$ cat config.mk
export PLATFORM = sky130hd
export DESIGN_NAME = booth_mul
export DESIGN_NICKNAME = d
export VERILOG_FILES = /design/src/rtl/booth_pkg.sv /design/src/rtl/booth_recoder.sv /design/src/rtl/booth_addend.sv /design/src/rtl/booth_eo_detect.sv /design/src/rtl/booth_mul.sv
export SDC_FILE = /design/constraint.sdc
export NUM_CORES = 1
export LEC_CHECK = 0
export ABC_AREA = 1
export CAP_MARGIN = 10
export CORE_MARGIN = 1.5
export CORE_UTILIZATION = 67
export CTS_CLUSTER_SIZE = 10
export DETAILED_ROUTE_END_ITERATION = 10
export DONT_BUFFER_PORTS = 1
export GPL_ROUTABILITY_DRIVEN = 0
export GPL_TIMING_DRIVEN = 0
export PLACE_DENSITY = 0.83
export SYNTH_ARGS = -nofsm -noshare
export SYNTH_HDL_FRONTEND = slang
export SYNTH_HIERARCHICAL = 1
export SYNTH_SLANG_ARGS = --single-unit
$ cat constraint.sdc
create_clock -name clk -period 6.7 [get_ports clk]
set_input_delay 0.335 -clock clk [delete_from_list [all_inputs] [get_ports clk]]
set_output_delay 0.335 -clock clk [all_outputs]
set_load 0.005 [all_outputs]
$ cat src/rtl/booth_pkg.sv
package booth_pkg;
  typedef enum logic [2:0] {
    DIG_ZERO = 3'd0,
    DIG_POS1 = 3'd1,
    DIG_POS2 = 3'd2,
    DIG_NEG1 = 3'd3,
    DIG_NEG2 = 3'd4
  } booth_digit_e;
endpackage

$ cat src/rtl/booth_recoder.sv
module booth_recoder
  import booth_pkg::*;
(
  input  logic [2:0]   window,
  output booth_digit_e digit
);
  always_comb begin
    unique case (window)
      3'b001, 3'b010: digit = DIG_POS1;
      3'b011:         digit = DIG_POS2;
      3'b100:         digit = DIG_NEG2;
      3'b101, 3'b110: digit = DIG_NEG1;
      default:        digit = DIG_ZERO;
    endcase
  end
endmodule

$ cat src/rtl/booth_addend.sv
module booth_addend
  import booth_pkg::*;
#(
  parameter int WIDTH = 32
) (
  input  booth_digit_e     digit,
  input  logic [WIDTH-1:0] mshift,
  output logic [WIDTH-1:0] addend
);
  logic [WIDTH-1:0] m_x2;
  assign m_x2 = {mshift[WIDTH-2:0], 1'b0};

  always_comb begin
    unique case (digit)
      DIG_POS1: addend = mshift;
      DIG_POS2: addend = m_x2;
      DIG_NEG1: addend = ~mshift + WIDTH'(1);
      DIG_NEG2: addend = ~m_x2 + WIDTH'(1);
      default:  addend = '0;
    endcase
  end
endmodule

$ cat src/rtl/booth_eo_detect.sv
module booth_eo_detect #(
  parameter int BITS = 33
) (
  input  logic [BITS-1:0] tail,
  output logic            uniform
);
  assign uniform = (&tail) | ~(|tail);
endmodule

$ cat src/rtl/booth_mul.sv
module booth_mul
  import booth_pkg::*;
#(
  parameter int WIDTH = 32
) (
  input  logic             clk,
  input  logic             rst,
  input  logic             start,
  input  logic [WIDTH-1:0] mcand_in,
  input  logic [WIDTH-1:0] mplier_in,
  output logic [WIDTH-1:0] product,
  output logic             busy,
  output logic             done
);
  localparam int STEPS = WIDTH / 2;
  localparam int CW    = $clog2(STEPS + 1);

  logic [WIDTH-1:0] acc_q;
  logic [WIDTH-1:0] mshift_q;
  logic [WIDTH-1:0] mplier_q;
  logic             prev_q;
  logic [CW-1:0]    step_q;

  booth_digit_e     digit;
  logic [WIDTH-1:0] addend;
  logic             tail_uniform;

  booth_recoder u_rec (
    .window ({mplier_q[1:0], prev_q}),
    .digit  (digit)
  );

  booth_addend #(.WIDTH(WIDTH)) u_add (
    .digit  (digit),
    .mshift (mshift_q),
    .addend (addend)
  );

  booth_eo_detect #(.BITS(WIDTH + 1)) u_eo (
    .tail    ({mplier_q, prev_q}),
    .uniform (tail_uniform)
  );

  always_ff @(posedge clk) begin
    if (rst) begin
      acc_q    <= '0;
      mshift_q <= '0;
      mplier_q <= '0;
      prev_q   <= 1'b0;
      step_q   <= '0;
      product  <= '0;
      busy     <= 1'b0;
      done     <= 1'b0;
    end else begin
      done <= 1'b0;
      if (!busy) begin
        if (start) begin
          busy     <= 1'b1;
          acc_q    <= '0;
          mshift_q <= mcand_in;
          mplier_q <= mplier_in;
          prev_q   <= 1'b0;
          step_q   <= '0;
        end
      end else if (tail_uniform) begin
        busy    <= 1'b0;
        done    <= 1'b1;
        product <= acc_q;
      end else begin
        acc_q    <= acc_q + addend;
        mshift_q <= {mshift_q[WIDTH-3:0], 2'b00};
        mplier_q <= {{2{mplier_q[WIDTH-1]}}, mplier_q[WIDTH-1:2]};
        prev_q   <= mplier_q[1];
        step_q   <= step_q + CW'(1);
      end
    end
  end

  // Done only ends a running operation, and busy is already low by then.
  assert_done_ends_busy_R6: assert property (@(posedge clk) disable iff (rst)
    done |-> (!busy && $past(busy)));

  assert_done_pulse_R6: assert property (@(posedge clk) disable iff (rst)
    done |=> !done);

  // A uniform tail seen while busy ends the operation on the next edge.
  assert_early_out_R5: assert property (@(posedge clk) disable iff (rst)
    (busy && tail_uniform) |=> (done && !busy));

  assert_step_bound_R4: assert property (@(posedge clk) disable iff (rst)
    busy |-> (step_q <= CW'(STEPS)));

  assert_last_step_stops_R4: assert property (@(posedge clk) disable iff (rst)
    (busy && step_q == CW'(STEPS)) |-> tail_uniform);

  // Operands in flight cannot be replaced by a second start.
  assert_ignore_start_R7: assert property (@(posedge clk) disable iff (rst)
    (busy && $past(busy) && $past(start)) |-> ($past(step_q) + CW'(1) == step_q));

  assert_product_hold_R8: assert property (@(posedge clk) disable iff (rst)
    !done |-> $stable(product));
endmodule

==> flow_summary_export.csv <==
group,metric,value,unit
run_status,outcome,"finished, final reports clean",
setup_path,worst-endpoint-required,6.99,ns
clock_network,cts_sinks,131,
pwr,clock_power_share,0.433,
final_layout,final_nets,1678,
synth,async_flop_share,0,
setup_path,timing.setup.critical_path_class,"reg2reg",
sta,layout_worst_path_cycle_share,0.543,
drt,drc_errors,0,
clock_network,ctsRootBufferMaster,"clkbuf_16",
setup_path,timing.critical_path.to,"acc_q[27]",
sta,setup_violations,0,
grt,groute.layer.met3.usage,0.0742,
setup_path,reg2reg_depth,18,
sta,skew,0.00870,ns
drt,drtPass1Iterations,6,
grt,grt_antenna_before_repair,0,
grt,global_route.usage.met1,0.483,
drt,routed_via_density,5.84,
pwr,power_leakage,4.71,nW
clock_network,cts.reportedPaths.clkPinSlew,0.06,ns
drt,routed-via-count,10339,
sta,rsz0062_at_grt,"false",
setup_path,worstReg2RegStart,"prev_q",
clock_network,clock_tree_from_tritoncts,"yes",
sta,finalCriticalPeriod,3.64,ns
setup_path,timing.critical_path.from,"prev_q",
pwr,p_int,1.80,mW
synth,seq_area_frac_synth,0.279,
floorplanning,rows,43,
final_layout,finish.utilization,0.751,
synth,synth_fp_nets,1659,
synth,syn-mean-instance-area,6.03,um^2
drt,ant_nets,0,
final_layout,fin_cells,1771,
floorplanning,pin_count,101,
sta,timing.max_slew.rel_slack,0.509,
setup_path,critPathCaptureType,"flip-flop",
setup_path,r2r-end,"acc_q[27]",
drt,wire_per_inst,15.5,um
clock_network,cts_setup_buffers,0,
sta,tightestPinTransition,0.736,ns
synth,synth-edff-count,0,
placement,hpwl_reported_at_the_end_of_detailed_placement,20500,um
setup_path,cp-start-kind,"flip-flop",
sta,count_of_pins_over_their_slew_limit,0,
final_layout,stdcell_area,0.0103,mm^2
floorplanning,core_area,0.0138,mm^2
drt,dr.first_iter.drc_count,1136,
floorplanning,initial_core_util,0.683,
clock_network,worstSkewPairLatency,0.44,ns
pwr,power_switching_share,0.320,
job,cap_violations,0,
pwr,vdd.ir_drop.worst,205,uV
setup_path,crit_path_top_delay_cell,"dfxtp_1",
clock_network,htree_levels,4,
pwr,share_seq_of_total_power,0.343,
setup_path,critPathMaxFanout,10,
synth,ys_types,41,
pwr,power.share.combinational,0.224,
floorplanning,die_h,121,um
grt,grt_most_used_layer,"met2",
final_layout,antenna_cells,0,
grt,met2_capacity_usage_during_global_routing,0.615,
placement,dpl-instance-area,0.00963,mm^2
floorplanning,die_w,121,um
final_layout,post_route_cells_drive_above_1_share,0.0635,
synth,synth_area,0.00940,mm^2
placement,place.detailed.instances,1739,
grt,grt_start_max_net_pins,17,
grt,grt_pass1_wl,43800,um
synth,yosysWarningCount,6,
pwr,p_switching,0.846,mW
drt,wirelength,27400,um
worst_hold_path,hp-class,"in2reg",
grt,groute.usage.overall,0.380,
synth,netlist_instances,1559,
placement,portBuffers,0,
clock_network,max-clock-path-buffers,2,
clock_network,ctsHoldBuffers,0,
setup_path,r2r_setup_slack,3.06,ns
synth,synth.ff_latch_count,131,
setup_path,cp_data_arrival_time,3.93,ns
clock_network,cts-buffers-inserted,17,
floorplanning,die_area,0.0148,mm^2
clock_network,ctsResizeCount,0,
setup_path,worst_path_largest_cell_delay,0.52,ns
final_layout,fillCellCount,1157,
sta,max_freq,275,MHz
sta,setup-tns-final,0,ns
synth,synthFlopType,"dfxtp_1",
sta,hold_viol_final,0,
pwr,powerDensity,256,mW/mm^2
final_layout,syn_to_final_growth,9.97,%
grt,number_of_global_route_vias_before_repair,9144,
worst_hold_path,min-delay-start,"mcand_in[1]",
setup_path,worstPathCellList,"nand3_1 -> nand3_1 -> inv_1 -> nand3_1 -> clkbuf_1 -> o22ai_1 -> nand3b_1 -> ha_1 -> nand2_1 -> nor2_2 -> inv_1 -> nor2_1 -> and2_1 -> nand2_1 -> nand2_1 -> nand2_1 -> nand3_1 -> a21oi_1",
grt,grt_overflow_total,0,
[power groups by stage]
stage	clock network, mW	registers, mW	logic [mW]
floorplan	0	0.898	0.441
global placement	0	0.921	0.555
detailed placement	0	0.921	0.568
CTS	1.14	0.905	0.575
global route	1.18	0.916	0.650
finish	1.14	0.908	0.592
[sequential cells by signal, indices dropped and copies added, names as in the netlist]
name and count:
prev_q 1, acc_q 32, busy 1, product 32, mshift_q 32, mplier_q 32
done 1
[critical path: cells and delay by family (launching register included)]
family,cells,cell delay (ns)
flops,1,0.52
buf+inv,3,0.58
fa+ha+maj,1,0.39
simple gates,12,1.81
compound gates,2,0.19
[logic make-up (layout without fill, tap and decap cells)]
group	after synthesis	in the layout	synth area share
adders and majority gates	33	33	0.0447
and+or+nand+nor	905	905	0.400
buffers and inverters	259	291	0.109
xor gates and xnor gates	14	14	0.0130
DFF	131	131	0.279
AOI/OAI and AO/OA	217	217	0.154
[cell usage in the layout (no fill, tap or decap), drive strengths merged]
| cell | instances |
|---|---|
| bufinv | 8 |
| clkinv | 3 |
| fa | 1 |
| o21ai | 24 |
| clkinvlp | 1 |
| and2 | 1 |
| xor2 | 11 |
| buf | 32 |
| nor2 | 192 |
| o2111ai | 1 |
| o211ai | 1 |
| a211oi | 1 |
| nand3b | 19 |
| o21bai | 2 |
| a311oi | 61 |
| a22oi | 1 |
| a21o | 3 |
| ha | 32 |
| nor3 | 6 |
| dfxtp | 131 |
| a21oi | 98 |
| o221ai | 1 |
| o22ai | 24 |
| nand2 | 570 |
| nand3 | 99 |
| xnor2 | 3 |
| clkbuf | 50 |
| or2 | 2 |
| nand4 | 16 |
| inv | 197 |
[per-stage QoR]
stage          worst slack (ns)  power [mW]  hold slack (ns)
3_3_place_gp               3.30        1.48            0.470
3_5_place_dp               3.24        1.49            0.475
2_1_floorplan              4.03        1.34            0.457
5_1_grt                    2.72        2.75           0.0470
6_report                   3.06        2.64           0.0399
4_1_cts                    3.22        2.62           0.0421
[layer usage]
metal | routed length [um] | vias to the layer above
met5 | 0 | -
met1 | 11500 | 4646
li1 | - | 5079
met4 | 1180 | 0
met3 | 2280 | 101
met2 | 12500 | 513
[layout make-up]
cell class                 count  area (um^2)  area share
multi-input combinational   1169         5750       0.556
clock inverter                13          279      0.0270
tap                          180          225      0.0218
clock buffer                  19          433      0.0419
inverter                     196          738      0.0714
buffer                        63          288      0.0278
sequential                   131         2620       0.254
[cells in the mapped netlist, types with 2 or more instances]
cell type / number / area, um^2
nand2_1: 562 / 2110
inv_1: 192 / 721
nor2_1: 176 / 661
dfxtp_1: 131 / 2620
a21oi_1: 98 / 490
nand3_1: 98 / 490
a311oi_1: 51 / 447
ha_1: 32 / 400
clkbuf_1: 31 / 116
o22ai_1: 24 / 150
buf_2: 23 / 115
nand3b_1: 19 / 143
nand4_1: 16 / 100
o21ai_0: 13 / 65.1
xor2_1: 11 / 96.3
a311oi_2: 10 / 150
nor2_2: 10 / 62.6
o21ai_1: 8 / 40.0
nand2_2: 7 / 43.8
nor3_1: 6 / 30.0
buf_1: 5 / 18.8
nor2_4: 5 / 56.3
a21o_1: 3 / 22.5
inv_2: 3 / 11.3
o21ai_2: 3 / 26.3
xnor2_1: 3 / 26.3
buf_4: 2 / 15.0
buf_6: 2 / 22.5
o21bai_1: 2 / 15.0
or2_2: 2 / 12.5
[worst min-delay path by stage]
| stage | to | slack [ns] | depth (start not counted) |
|---|---|---|---|
| final | mshift_q[1] | 0.04 | 2 |
| after global routing | mshift_q[1] | 0.05 | 2 |
| after CTS | mshift_q[1] | 0.04 | 2 |
| after detailed placement | product[29] | 0.47 | 2 |
| after global placement | product[26] | 0.47 | 2 |
| after floorplan | acc_q[0] | 0.46 | 2 |
(Power assumes the default switching activity.)
